==> config.mk <==
export PLATFORM = sky130hd
export DESIGN_NAME = spi_rx_status_unit
export DESIGN_NICKNAME = d
export VERILOG_FILES = /design/src/rtl/spi_rxs_pkg.sv /design/src/rtl/rxs_fifo.sv /design/src/rtl/rxs_cs_detect.sv /design/src/rtl/rxs_flags.sv /design/src/rtl/spi_rx_status_unit.sv
export SDC_FILE = /design/constraint.sdc
export NUM_CORES = 1
export LEC_CHECK = 0
export BUFFER_PORTS_ARGS = -buffer_cell sky130_fd_sc_hd__buf_4
export CAP_MARGIN = 20
export CORE_ASPECT_RATIO = 1.5
export CORE_MARGIN = 4
export CORE_UTILIZATION = 40
export DETAILED_ROUTE_END_ITERATION = 7
export PLACE_DENSITY = 0.58
export SLEW_MARGIN = 20
export SYNTH_ARGS = -nofsm -noshare
export SYNTH_HDL_FRONTEND = slang
export SYNTH_SLANG_ARGS = --single-unit
export TNS_END_PERCENT = 1
==> constraint.sdc <==
create_clock -name clk -period 4 [get_ports clk]
set_clock_uncertainty 0.05 [all_clocks]
set_input_delay 0 -clock clk [delete_from_list [all_inputs] [get_ports clk]]
set_output_delay 0 -clock clk [all_outputs]
set_load 0.005 [all_outputs]
==> src/rtl/spi_rxs_pkg.sv <==
package spi_rxs_pkg;

  typedef struct packed {
    logic cs_rise;
    logic cs_fall;
    logic cs_err;
    logic ovf;
    logic rxf;
  } rxs_flags_t;

  localparam int unsigned STAT_W = 16;
  localparam int unsigned CNT_FIELD_W = 3;

  function automatic logic [CNT_FIELD_W-1:0] thr_bytes(input logic [1:0] mode);
    return {1'b0, mode} + 3'd1;
  endfunction

endpackage

==> src/rtl/rxs_fifo.sv <==
module rxs_fifo #(
  parameter int unsigned DEPTH  = 4,
  parameter int unsigned DATA_W = 8,
  localparam int unsigned PTR_W = (DEPTH > 1) ? $clog2(DEPTH) : 1,
  localparam int unsigned CNT_W = $clog2(DEPTH + 1)
) (
  input  logic              clk,
  input  logic              rst_n,
  input  logic              flush,
  input  logic              wr_en,
  input  logic [DATA_W-1:0] wr_data,
  input  logic              rd_en,
  output logic [DATA_W-1:0] rd_data,
  output logic [CNT_W-1:0]  level,
  output logic [CNT_W-1:0]  level_nxt,
  output logic              wr_acc,
  output logic              ovf_evt
);

  logic [DATA_W-1:0] mem [DEPTH];
  logic [PTR_W-1:0]  wptr, rptr;
  logic              full, empty, rd_fire;

  assign full    = (level == CNT_W'(DEPTH));
  assign empty   = (level == '0);
  assign rd_fire = rd_en && !empty && !flush;
  assign wr_acc  = wr_en && !flush && (!full || rd_fire);
  assign ovf_evt = wr_en && !flush && full && !rd_fire;
  assign rd_data = mem[rptr];

  always_comb begin
    if (flush) level_nxt = '0;
    else level_nxt = level + CNT_W'(wr_acc) - CNT_W'(rd_fire);
  end

  function automatic logic [PTR_W-1:0] bump(input logic [PTR_W-1:0] p);
    return (p == PTR_W'(DEPTH - 1)) ? '0 : p + 1'b1;
  endfunction

  always_ff @(posedge clk or negedge rst_n) begin
    if (!rst_n) begin
      wptr  <= '0;
      rptr  <= '0;
      level <= '0;
    end else begin
      level <= level_nxt;
      if (flush) begin
        wptr <= '0;
        rptr <= '0;
      end else begin
        if (wr_acc) wptr <= bump(wptr);
        if (rd_fire) rptr <= bump(rptr);
      end
    end
  end

  always_ff @(posedge clk) begin
    if (wr_acc) mem[wptr] <= wr_data;
  end

endmodule

==> src/rtl/rxs_cs_detect.sv <==
module rxs_cs_detect #(
  parameter int unsigned SYNC_STAGES = 2
) (
  input  logic clk,
  input  logic rst_n,
  input  logic cs_in,
  output logic rise,
  output logic fall
);

  logic [SYNC_STAGES-1:0] sync_q;
  logic                   last_q;

  generate
    for (genvar i = 0; i < SYNC_STAGES; i++) begin : g_sync
      always_ff @(posedge clk or negedge rst_n) begin
        if (!rst_n) sync_q[i] <= 1'b1;
        else if (i == 0) sync_q[i] <= cs_in;
        else sync_q[i] <= sync_q[(i == 0) ? 0 : i-1];
      end
    end
  endgenerate

  always_ff @(posedge clk or negedge rst_n) begin
    if (!rst_n) last_q <= 1'b1;
    else last_q <= sync_q[SYNC_STAGES-1];
  end

  assign rise = sync_q[SYNC_STAGES-1] && !last_q;
  assign fall = !sync_q[SYNC_STAGES-1] && last_q;

endmodule

==> src/rtl/rxs_flags.sv <==
module rxs_flags
  import spi_rxs_pkg::*;
(
  input  logic       clk,
  input  logic       rst_n,
  input  logic       clr,
  input  rxs_flags_t evt,
  output rxs_flags_t flg
);

  always_ff @(posedge clk or negedge rst_n) begin
    if (!rst_n) flg <= '0;
    else flg <= (clr ? rxs_flags_t'('0) : flg) | evt;
  end

endmodule

==> src/rtl/spi_rx_status_unit.sv <==
module spi_rx_status_unit
  import spi_rxs_pkg::*;
#(
  parameter int unsigned DEPTH       = 4,
  parameter int unsigned DATA_W      = 8,
  parameter int unsigned SYNC_STAGES = 2
) (
  input  logic              clk,
  input  logic              rst_n,
  input  logic              byte_valid,
  input  logic [DATA_W-1:0] byte_data,
  input  logic              mid_byte,
  input  logic              cs_n,
  input  logic              master_en,
  input  logic              cont_en,
  input  logic              csirq_en,
  input  logic              dma_en,
  input  logic              tim_mode,
  input  logic [1:0]        thr_mode,
  input  logic              flush_ctl,
  input  logic              stat_rd,
  input  logic              rd_ready,
  output logic              rd_valid,
  output logic [DATA_W-1:0] rd_data,
  output logic [STAT_W-1:0] status,
  output logic              irq
);

  localparam int unsigned CNT_W = $clog2(DEPTH + 1);

  logic [CNT_W-1:0] level, level_nxt;
  logic             wr_acc, ovf_evt, cs_rise, cs_fall, edge_gate;
  logic [CNT_FIELD_W-1:0] cnt3, cnt3_nxt, thr;
  rxs_flags_t       evt, flg;

  rxs_fifo #(.DEPTH(DEPTH), .DATA_W(DATA_W)) u_fifo (
    .clk(clk), .rst_n(rst_n), .flush(flush_ctl),
    .wr_en(byte_valid), .wr_data(byte_data),
    .rd_en(rd_ready), .rd_data(rd_data),
    .level(level), .level_nxt(level_nxt),
    .wr_acc(wr_acc), .ovf_evt(ovf_evt)
  );

  rxs_cs_detect #(.SYNC_STAGES(SYNC_STAGES)) u_cs (
    .clk(clk), .rst_n(rst_n), .cs_in(cs_n), .rise(cs_rise), .fall(cs_fall)
  );

  assign cnt3      = CNT_FIELD_W'(level);
  assign cnt3_nxt  = CNT_FIELD_W'(level_nxt);
  assign thr       = thr_bytes(thr_mode);
  assign edge_gate = master_en && cont_en && csirq_en;

  always_comb begin
    evt.cs_rise = cs_rise && edge_gate;
    evt.cs_fall = cs_fall && edge_gate;
    evt.cs_err  = cs_rise && mid_byte;
    evt.ovf     = ovf_evt;
    evt.rxf     = wr_acc && !tim_mode && !dma_en && (cnt3_nxt >= thr);
  end

  rxs_flags u_flags (
    .clk(clk), .rst_n(rst_n), .clr(stat_rd), .evt(evt), .flg(flg)
  );

  assign rd_valid = (level != '0);

  assign status = {1'b0, flg.cs_rise, flg.cs_fall, flg.cs_err,
                   (cnt3 > thr), cnt3, flg.ovf, flg.rxf, 6'b0};

  assign irq = flg.cs_rise || flg.cs_fall || flg.cs_err || flg.rxf ||
               (flg.ovf && !flush_ctl);

endmodule

==> results of run 1 <==
-- layer usage --
layer / wire [µm] / GRT usage, %
met5: 0 / 0
met4: 66 / 4.69
met3: 193 / 3.48
met1: 1470 / 15.7
met2: 2390 / 25.5
-- Yosys cell counts (all sizes together) (2+ instances only) --
master,count
nand2,3
mux4,8
dfrtp,12
buf,9
and2,4
a21oi,2
xnor2,2
ha,13
inv,13
edfxtp,32
a32o,2
nor2,4
or3,2
nor2b,4
dfstp,3
nand2b,2
o21ai,4
nand3,2
-- final timing paths --
kind | startpoint | slack, ns | cells after the start | endpoint
setup / recovery | u_fifo.level[1] | 1.02 | 11 | u_flags.flg[0]
hold / removal | rd_ready | 0.02 | 3 | u_flags.flg[1]
setup reg to reg | u_fifo.level[1] | 1.02 | 11 | u_flags.flg[0]
hold reg to reg | u_cs.sync_q[0] | 0.31 | 0 | u_cs.sync_q[1]
max in group asynchronous | rst_n | 3.61 | 2 | u_cs.last_q
min in group asynchronous | rst_n | 0.04 | 2 | u_flags.flg[2]
-- timing repair --
| action | 4_1_cts | 5_1_grt |
|---|---|---|
| hold buffers | 17 | 0 |
| resized for setup | 0 | 0 |
| hold endpoints to repair | 58 | 0 |
-- power breakdown --
| group | switching [W] | internal [W] |
|---|---|---|
| sequential | 0.0000471 | 0.000557 |
| clock | 0.000150 | 0.000250 |
| combinational | 0.000121 | 0.000180 |
| total | 0.000318 | 0.000986 |
-- cells by family after synthesis --
kind of cell	synth area share, %
adders and majority gates	8.65
xor gates and xnor gates	0.830
buffers and inverters	5.39
muxes	9.00
DFF	63.4
and+or+nand+nor	6.69
AOI/OAI and AO/OA	5.81
other	0.178
-- sequential cells by signal, summed over array words and instances, names as in the netlist --
register      cells
u_fifo.mem       32
u_cs.sync_q       2
u_fifo.level      3
u_fifo.wptr       2
u_cs.last_q       1
u_fifo.rptr       2
u_flags.flg       5
-- layout make-up --
class | count | area [µm²]
Fill cell | 471 | 2360
Clock inverter | 2 | 60.1
Multi-Input combinational cell | 73 | 681
Tap cell | 68 | 85.1
Sequential cell | 47 | 1340
Inverter | 13 | 48.8
Timing Repair Buffer | 58 | 478
Clock buffer | 6 | 72.6
-- stage by stage --
| stage | worst slack, ns | util, % | area (µm²) |
|---|---|---|---|
| after global placement | 1.10 | 48.0 | 2460 |
| after floorplan | 1.17 | - | 2130 |
| after CTS | 0.986 | 54.0 | 2770 |
| final | 1.02 | 54.0 | 2770 |
| after detailed placement | 1.00 | 48.0 | 2460 |
| after global routing | 0.732 | 54.0 | 2770 |
-- critical path: stages, from the launching register on --
cell	delay, ns
dfrtp_1	0.48
or3_2	0.50
nand3_1	0.14
o21ai_0	0.12
ha_1	0.21
fa_1	0.37
xnor2_1	0.17
nor2_1	0.07
ha_1	0.30
a21oi_1	0.12
o21ai_0	0.09
a32o_1	0.24
==> impl_metrics.env, run 1 <==
export IMPL_status="complete, no violations"
export IMPL_rsz0062_at_grt="false"
export IMPL_ys_seq_elements=47
export IMPL_hold_worst_slack_ns=0.0152
export IMPL_dr_pass1_iters=4
export IMPL_p_total_w=0.00130
export IMPL_critPathCaptureType="flop"
export IMPL_maxCapViolations=0
export IMPL_hold_class="input port to flop"
export IMPL_hpwl_um=3090
export IMPL_die_h_um=97.0
export IMPL_synth_edff_count=32
export IMPL_final_cells=267
export IMPL_clock_sinks=47
export IMPL_crit_type="flop to flop"
export IMPL_synth_largest_area_cell="edfxtp_1"
export IMPL_path_max_fanout=8
export IMPL_relSlewSlack_pct=59.1
export IMPL_ys_warn_count=0
export IMPL_vias=1297
export IMPL_vias_per_cell=4.86
export IMPL_layout_common_cells="buf_4, edfxtp_1, dlygate4sd3_1"
export IMPL_tightest_slew_ns=0.613
export IMPL_place_congestion=0.726
export IMPL_numPortBuffers=41
export IMPL_synth_cell_types=37
export IMPL_post_cts_buffers=0
export IMPL_finalWirelength_um=4120
export IMPL_die_w_um=67.3
export IMPL_fin_crit_sh_pct=74.5
export IMPL_cts_made_buffers=5
export IMPL_max_freq_mhz=336
export IMPL_ctsHtreeMaxLevel=2
export IMPL_path_clk_slew_ns=0.08
export IMPL_diodes=0
export IMPL_grt_util_all_layers_pct=14.2
export IMPL_grt_antenna_before_repair=0
export IMPL_cts_tree="done"
export IMPL_grt_pass1_wl_um=6910
export IMPL_clockBufferDepth=2
export IMPL_fin_crit_ns=2.98
export IMPL_final_common_cell="buf_4"
export IMPL_drt_iter0_drc=39
export IMPL_hold_violations=0
export IMPL_start_util_pct=41.2
export IMPL_seq_area_frac_synth_pct=63.4
export IMPL_wl_per_cell_um=15.4
export IMPL_core_area_mm2=0.00512
export IMPL_core_rowCount=32
export IMPL_nets=235
export IMPL_avgSynthCellArea_um2=15.4
export IMPL_drv_slew=0
export IMPL_grt_pass1_vias=1425
export IMPL_placedCellCount=242
export IMPL_grt_ovfl_total=0
export IMPL_synth_top_area_share_pct=45.5
export IMPL_cts_root_buf="clkbuf_8"
export IMPL_cp_required_ns=4.14
export IMPL_drive_above_1_share_pct=30.7
export IMPL_max_vdd_ir_drop_mv=0.267
export IMPL_p_per_area_mw_per_mm2=472
export IMPL_crit_arrival_ns=3.12
export IMPL_ant_nets=0
export IMPL_p_leak_nw=1.14
export IMPL_synth_cells=137
export IMPL_setup_tns_ns=0
export IMPL_synthFlopType="edfxtp_1"
export IMPL_drc_errors=0
export IMPL_syn_cell_area_mm2=0.00211
export IMPL_setup_viol=0
export IMPL_dieArea_mm2=0.00653
export IMPL_yosys_top_cells_area="edfxtp_1, dfrtp_1, mux4_2"
export IMPL_clock_latency_ns=0.29
export IMPL_startpoint_type="flop"
export IMPL_area_delta_synth_final_pct=30.9
export IMPL_ios=49
export IMPL_async_flop_share_pct=31.9
export IMPL_grt_max_degree=16
(Power assumes the default switching activity.)
==> run 2: changes to the inputs <==
--- a/config.mk
+++ b/config.mk
@@ -11,7 +11,7 @@
 export CORE_MARGIN = 4
 export CORE_UTILIZATION = 40
 export DETAILED_ROUTE_END_ITERATION = 7
-export PLACE_DENSITY = 0.58
+export PLACE_DENSITY = 0.61
 export SLEW_MARGIN = 20
 export SYNTH_ARGS = -nofsm -noshare
 export SYNTH_HDL_FRONTEND = slang
==> constraint.sdc (replaced) <==
create_clock -name clk -period 2.39 [get_ports clk]
set_clock_uncertainty 0.05 [all_clocks]
set_input_delay 0 -clock clk [delete_from_list [all_inputs] [get_ports clk]]
set_output_delay 0 -clock clk [all_outputs]
set_load 0.005 [all_outputs]
==> run 2 against run 1 <==
Compared with the run above: the run now ends with negative setup slack left; die area did not move; non-clock buffer count rose by 14; maximum frequency rose by 15%; combinational power rose by 130%; final cell count rose by 5.2%; worst setup slack got worse by 1.2 ns; design area rose by 6.4%; utilization rose by 3.4 points; critical path type unchanged; largest cell class unchanged; largest power group unchanged.
==> impl_metrics.env, run 2 (same netlist as run 1, synthesis figures left out) <==
export IMPL_drv_slew=0
export IMPL_drive_above_1_share_pct=39.9
export IMPL_setup_tns_ns=-0.209
export IMPL_dieArea_mm2=0.00653
export IMPL_max_freq_mhz=385
export IMPL_crit_path_cell_trace="or3_4 -> nand3_4 -> o21ai_2 -> ha_2 -> fa_2 -> xnor2_2 -> nor2_2 -> ha_4 -> a21oi_2 -> o21ai_1 -> a32o_1"
export IMPL_r2r_start="u_fifo.level[1]"
export IMPL_max_vdd_ir_drop_mv=0.440
export IMPL_rsz0062_at_grt="true"
export IMPL_diodes=0
export IMPL_path_depth=11
export IMPL_slowest_stage="dfrtp_2"
export IMPL_grt_max_degree=16
export IMPL_dr_wl_met2_um=2560
export IMPL_r2r_end="u_flags.flg[0]"
export IMPL_finalWirelength_um=4330
export IMPL_violations="negative setup slack"
export IMPL_critPathCaptureType="flop"
export IMPL_startpoint_type="flop"
export IMPL_dr_pass1_iters=4
export IMPL_met3_length_um=154
export IMPL_crit_type="flop to flop"
export IMPL_clockBufferDepth=2
export IMPL_vias_per_cell=4.85
export IMPL_crit_buf_inv=0
export IMPL_core_area_mm2=0.00512
export IMPL_path_max_fanout=3
export IMPL_critPathMaxStageDelay_ns=0.43
export IMPL_grt_pass1_wl_um=7190
export IMPL_layout_common_cells="buf_4, edfxtp_1, dlygate4sd3_1"
export IMPL_grt_pass1_vias=1524
export IMPL_path_clk_slew_ns=0.08
export IMPL_layout_setup_ws_ns=-0.209
export IMPL_nets=249
export IMPL_tightest_slew_ns=0.576
export IMPL_drt_iter0_drc=40
export IMPL_grt_util_all_layers_pct=14.9
export IMPL_crit_arrival_ns=2.73
export IMPL_start_util_pct=41.2
export IMPL_fin_crit_sh_pct=109
export IMPL_final_cells=281
export IMPL_maxCapViolations=0
export IMPL_met1_length_um=1590
export IMPL_reg2regPathDepth=11
export IMPL_ios=49
export IMPL_highest_layer="met4"
export IMPL_ctsHtreeMaxLevel=2
export IMPL_status="finished, violations left"
export IMPL_startpoint="u_fifo.level[1]"
export IMPL_placedCellCount=250
export IMPL_ant_nets=0
export IMPL_clock_latency_ns=0.29
export IMPL_cts_root_buf="clkbuf_8"
export IMPL_p_leak_nw=1.22
export IMPL_p_per_area_mw_per_mm2=801
export IMPL_clock_sinks=47
export IMPL_largest_reg_flops=32
export IMPL_hold_class="input port to flop"
export IMPL_numPortBuffers=41
export IMPL_cts_made_buffers=5
export IMPL_area_delta_synth_final_pct=39.3
export IMPL_cp_endpoint="u_flags.flg[0]"
export IMPL_grt_ovfl_total=0
export IMPL_cpLargestDelayFamily="adder cells"
export IMPL_place_congestion=0.802
export IMPL_hpwl_um=3120
export IMPL_wl_per_cell_um=15.4
export IMPL_final_common_cell="buf_4"
export IMPL_vias=1364
export IMPL_cp_required_ns=2.53
export IMPL_fin_crit_ns=2.60
export IMPL_grt_antenna_before_repair=0
export IMPL_hold_violations=0
export IMPL_setup_viol=1
export IMPL_die_h_um=97.0
export IMPL_die_w_um=67.3
export IMPL_hold_worst_slack_ns=0.00974
export IMPL_top_register="u_fifo.mem"
export IMPL_core_rowCount=32
export IMPL_relSlewSlack_pct=61.6
export IMPL_drc_errors=0
export IMPL_top_regs="u_fifo.mem: 32 flops, u_flags.flg: 5 flops, u_fifo.level: 3 flops"
export IMPL_reg2reg_setup_slack_ns=-0.21
export IMPL_cts_tree="done"
-- run 2: changes by cell type in the layout (fill, tap and decap cells not counted), moves of 2 or more --
cell,previous run,this run
dlygate4sd3_1,17,19
buf_4,41,53
o21ai_0,4,2
ha_1,13,11
-- run 2: how the worst min path moves through the flow --
stage,from,endpoint,slack (ns),cells past startpoint
4_1_cts,flush_ctl,u_fifo.level[1],-0.11,2
5_1_grt,flush_ctl,u_fifo.wptr[0],0.03,3
6_report,flush_ctl,u_fifo.wptr[0],0.01,3
3_5_place_dp,rst_n,u_flags.flg[3],-0.18,1
2_1_floorplan,rst_n,u_fifo.level[0],-0.35,0
3_3_place_gp,rst_n,u_flags.flg[4],-0.18,1
-- run 2: what timing repair did --
item / 4_1_cts / 5_1_grt
buffers inserted: 3 / 1
pin swaps: 4 / 7
hold buffers: 18 / 1
cloned: 0 / 0
endpoints found under the setup margin: 1 / 1
gates resized for setup: 2 / 8
endpoints found under the hold margin: 58 / 2
-- run 2: tightest hold or removal path: stages --
cell and delay [ns]:
buf_4 0.14, a211o_1 0.11, o41ai_1 0.06
-- run 2: area by class of cell --
cell class | instances | area (µm²)
Sequential cell | 47 | 1340
Inverter | 13 | 48.8
Clock inverter | 2 | 60.1
Tap cell | 68 | 85.1
Clock buffer | 6 | 72.6
Timing Repair Buffer | 72 | 588
Fill cell | 461 | 2180
Multi-Input combinational cell | 73 | 746
-- run 2: routing by layer --
layer | vias to the layer above | GRT usage [%]
met2 | 32 | 28.2
met5 | - | 0
li1 | 648 | -
met4 | 0 | 5.63
met1 | 682 | 15.3
met3 | 2 | 2.67
-- run 2: power breakdown --
part | switching [W] | leakage [nW] | internal [W] | total [W]
Clock | 0.000247 | 0.0654 | 0.000418 | 0.000665
Combinational | 0.000273 | 0.675 | 0.000421 | 0.000694
Sequential | 0.0000640 | 0.483 | 0.000933 | 0.000997
Total | 0.000584 | 1.22 | 0.00177 | 0.00236
-- run 2: metrics by stage --
stage	total power [W]	setup slack, ns	utilization [%]	cell area (µm²)
detailed placement	0.00159	-0.274	49.6	2540
global route	0.00249	-0.322	57.4	2940
CTS	0.00231	-0.221	56.2	2880
global placement	0.00156	-0.148	49.6	2540
finish	0.00236	-0.209	57.4	2940
floorplan	0.00131	-0.176	-	2150
==> run 3: changes to the inputs <==
--- a/config.mk
+++ b/config.mk
@@ -9,9 +9,9 @@
 export CAP_MARGIN = 20
 export CORE_ASPECT_RATIO = 1.5
 export CORE_MARGIN = 4
-export CORE_UTILIZATION = 40
+export CORE_UTILIZATION = 32
 export DETAILED_ROUTE_END_ITERATION = 7
-export PLACE_DENSITY = 0.61
+export PLACE_DENSITY = 0.5
 export SLEW_MARGIN = 20
 export SYNTH_ARGS = -nofsm -noshare
 export SYNTH_HDL_FRONTEND = slang
==> constraint.sdc (replaced) <==
create_clock -name clk -period 2.3 [get_ports clk]
set_clock_uncertainty 0.05 [all_clocks]
set_input_delay 0 -clock clk [delete_from_list [all_inputs] [get_ports clk]]
set_output_delay 0 -clock clk [all_outputs]
set_load 0.005 [all_outputs]
==> run 3 against run 2 <==
Compared with the run above: register-to-register slack worse by 0.11 ns; the flow still finishes with violations (negative setup slack); power down 1.6%; routed wire length rose by 4.2%; clock power decreased by 9.9%; via count fell by 0.29%; maximum frequency shrank 0.64%; first-iteration DRC count up 28%; largest cell class unchanged; largest power group unchanged; sequential power increased by 4%; count of clock-buffer cells in the layout down 1; design area down 0.72%.
==> impl_metrics.env, run 3 (same netlist as run 1, synthesis figures left out) <==
export IMPL_crit_buf_inv=0
export IMPL_setup_viol=1
export IMPL_die_h_um=108
export IMPL_ctsHtreeMaxLevel=2
export IMPL_place_congestion=0.770
export IMPL_drv_slew=0
export IMPL_dieArea_mm2=0.00799
export IMPL_ant_nets=0
export IMPL_core_area_mm2=0.00644
export IMPL_fillers=596
export IMPL_cts_made_buffers=5
export IMPL_grt_pass1_wl_um=7210
export IMPL_fin_crit_ns=2.62
export IMPL_vias_per_cell=4.66
export IMPL_r2r_end="u_flags.flg[0]"
export IMPL_path_max_fanout=3
export IMPL_utilization_pct=45.3
export IMPL_vias=1360
export IMPL_drt_iter0_drc=51
export IMPL_grt_ovfl_total=0
export IMPL_top_register="u_fifo.mem"
export IMPL_hpwl_um=3350
export IMPL_clock_sinks=47
export IMPL_critPathMaxStageDelay_ns=0.44
export IMPL_startpoint_type="flop"
export IMPL_relSlewSlack_pct=59.7
export IMPL_cts_tree="done"
export IMPL_layout_common_cells="buf_4, edfxtp_1, dlygate4sd3_1"
export IMPL_final_common_cell="buf_4"
export IMPL_status="finished, violations left"
export IMPL_min_delay_start="byte_valid"
export IMPL_final_area_mm2=0.00292
export IMPL_drive_above_1_share_pct=39.8
export IMPL_critPathCaptureType="flop"
export IMPL_drc_errors=0
export IMPL_clockBufferDepth=2
export IMPL_postPlaceCellArea_mm2=0.00256
export IMPL_grt_util_all_layers_pct=12.1
export IMPL_largest_reg_flops=32
export IMPL_crit_arrival_ns=2.75
export IMPL_nets=252
export IMPL_max_vdd_ir_drop_mv=0.396
export IMPL_cpLargestDelayFamily="adder cells"
export IMPL_area_delta_synth_final_pct=38.3
export IMPL_layout_setup_ws_ns=-0.315
export IMPL_diodes=0
export IMPL_finalWirelength_um=4510
export IMPL_tightest_slew_ns=0.604
export IMPL_rsz0062_at_grt="true"
export IMPL_hold_worst_slack_ns=0.0273
export IMPL_wl_per_cell_um=15.4
export IMPL_slowest_stage="dfrtp_2"
export IMPL_die_w_um=74.3
export IMPL_grt_antenna_before_repair=0
export IMPL_reg2reg_setup_slack_ns=-0.32
export IMPL_grt_pass1_vias=1447
export IMPL_violations="negative setup slack"
export IMPL_p_per_area_mw_per_mm2=794
export IMPL_grt_max_degree=16
export IMPL_core_rowCount=36
export IMPL_reg2regPathDepth=11
export IMPL_maxCapViolations=0
export IMPL_start_util_pct=32.8
export IMPL_clock_latency_ns=0.29
export IMPL_hold_depth=3
export IMPL_top_regs="u_fifo.mem: 32 flops, u_flags.flg: 5 flops, u_fifo.level: 3 flops"
export IMPL_cts_root_buf="clkbuf_8"
export IMPL_dr_pass1_iters=4
export IMPL_p_leak_nw=1.22
export IMPL_r2r_start="u_fifo.level[1]"
export IMPL_numPortBuffers=41
export IMPL_hold_class="input port to flop"
export IMPL_path_clk_slew_ns=0.09
export IMPL_max_freq_mhz=382
export IMPL_crit_type="flop to flop"
export IMPL_hold_end="u_fifo.wptr[0]"
export IMPL_hold_violations=0
export IMPL_fin_crit_sh_pct=114
export IMPL_crit_path_cell_trace="or3_4 -> nand3_4 -> o21ai_2 -> ha_2 -> fa_2 -> xnor2_1 -> nor2_1 -> ha_1 -> a21oi_1 -> o21ai_1 -> a32o_1"
export IMPL_cp_required_ns=2.44
export IMPL_ios=49
==> run 3: layout make-up <==
cell class | count | area, µm² | area share (%)
multi-input cells | 73 | 714 | 24.5
well taps | 76 | 95.1 | 3.26
flip-flops and latches | 47 | 1340 | 45.9
inverters | 13 | 48.8 | 1.67
clock inverters | 3 | 43.8 | 1.50
clock buffers | 5 | 68.8 | 2.36
repair buffers | 75 | 608 | 20.8
==> run 3: stage by stage <==
stage | setup TNS [ns] | setup slack [ns] | total power, W | instances
after global placement | -0.244 | -0.244 | 0.00165 | 260
after floorplan | -0.266 | -0.266 | 0.00137 | 143
after detailed placement | -0.368 | -0.368 | 0.00166 | 260
after CTS | -0.336 | -0.336 | 0.00233 | 291
after global routing | -0.422 | -0.422 | 0.00246 | 292
final | -0.315 | -0.315 | 0.00232 | 292
==> run 3: power breakdown <==
| group | total (W) | switching, W | internal (W) | leakage, nW |
|---|---|---|---|---|
| registers | 0.00104 | 0.0000670 | 0.000969 | 0.483 |
| clock network | 0.000599 | 0.000275 | 0.000324 | 0.0581 |
| logic | 0.000683 | 0.000268 | 0.000415 | 0.680 |
| total | 0.00232 | 0.000610 | 0.00171 | 1.22 |
==> run 3: worst register-to-register path: stages, from the launching register on <==
cell and delay, ns:
dfrtp_2 0.44, or3_4 0.41, nand3_4 0.08, o21ai_2 0.06
ha_2 0.18, fa_2 0.33, xnor2_1 0.13, nor2_1 0.15
ha_1 0.27, a21oi_1 0.12, o21ai_1 0.08, a32o_1 0.21
==> run 3: worst max-delay path by stage <==
stage,from,to,slack [ns],cells after the start
after floorplan,u_fifo.level[1],u_flags.flg[0],-0.27,11
after global placement,u_fifo.level[1],u_flags.flg[0],-0.24,11
after detailed placement,u_fifo.level[1],u_flags.flg[0],-0.37,10
after CTS,u_fifo.level[1],u_flags.flg[0],-0.34,11
after global routing,u_fifo.level[1],u_flags.flg[0],-0.42,11
final,u_fifo.level[1],u_flags.flg[0],-0.32,11
==> run 3: repair_timing <==
item,CTS,global route
hold buffers,18,0
setup endpoints to repair,1,1
pin swaps,7,5
endpoints found under the hold margin,57,0
setup buffers,5,1
gates resized for setup,2,3
==> run 3: routing by layer <==
metal | vias to the layer above | routed length [µm] | track usage, %
li1 | 654 | - | -
met1 | 666 | 1680 | 12.7
met2 | 35 | 2540 | 22.8
met3 | 5 | 229 | 3.08
met4 | 0 | 63 | 3.82
met5 | - | 0 | 0
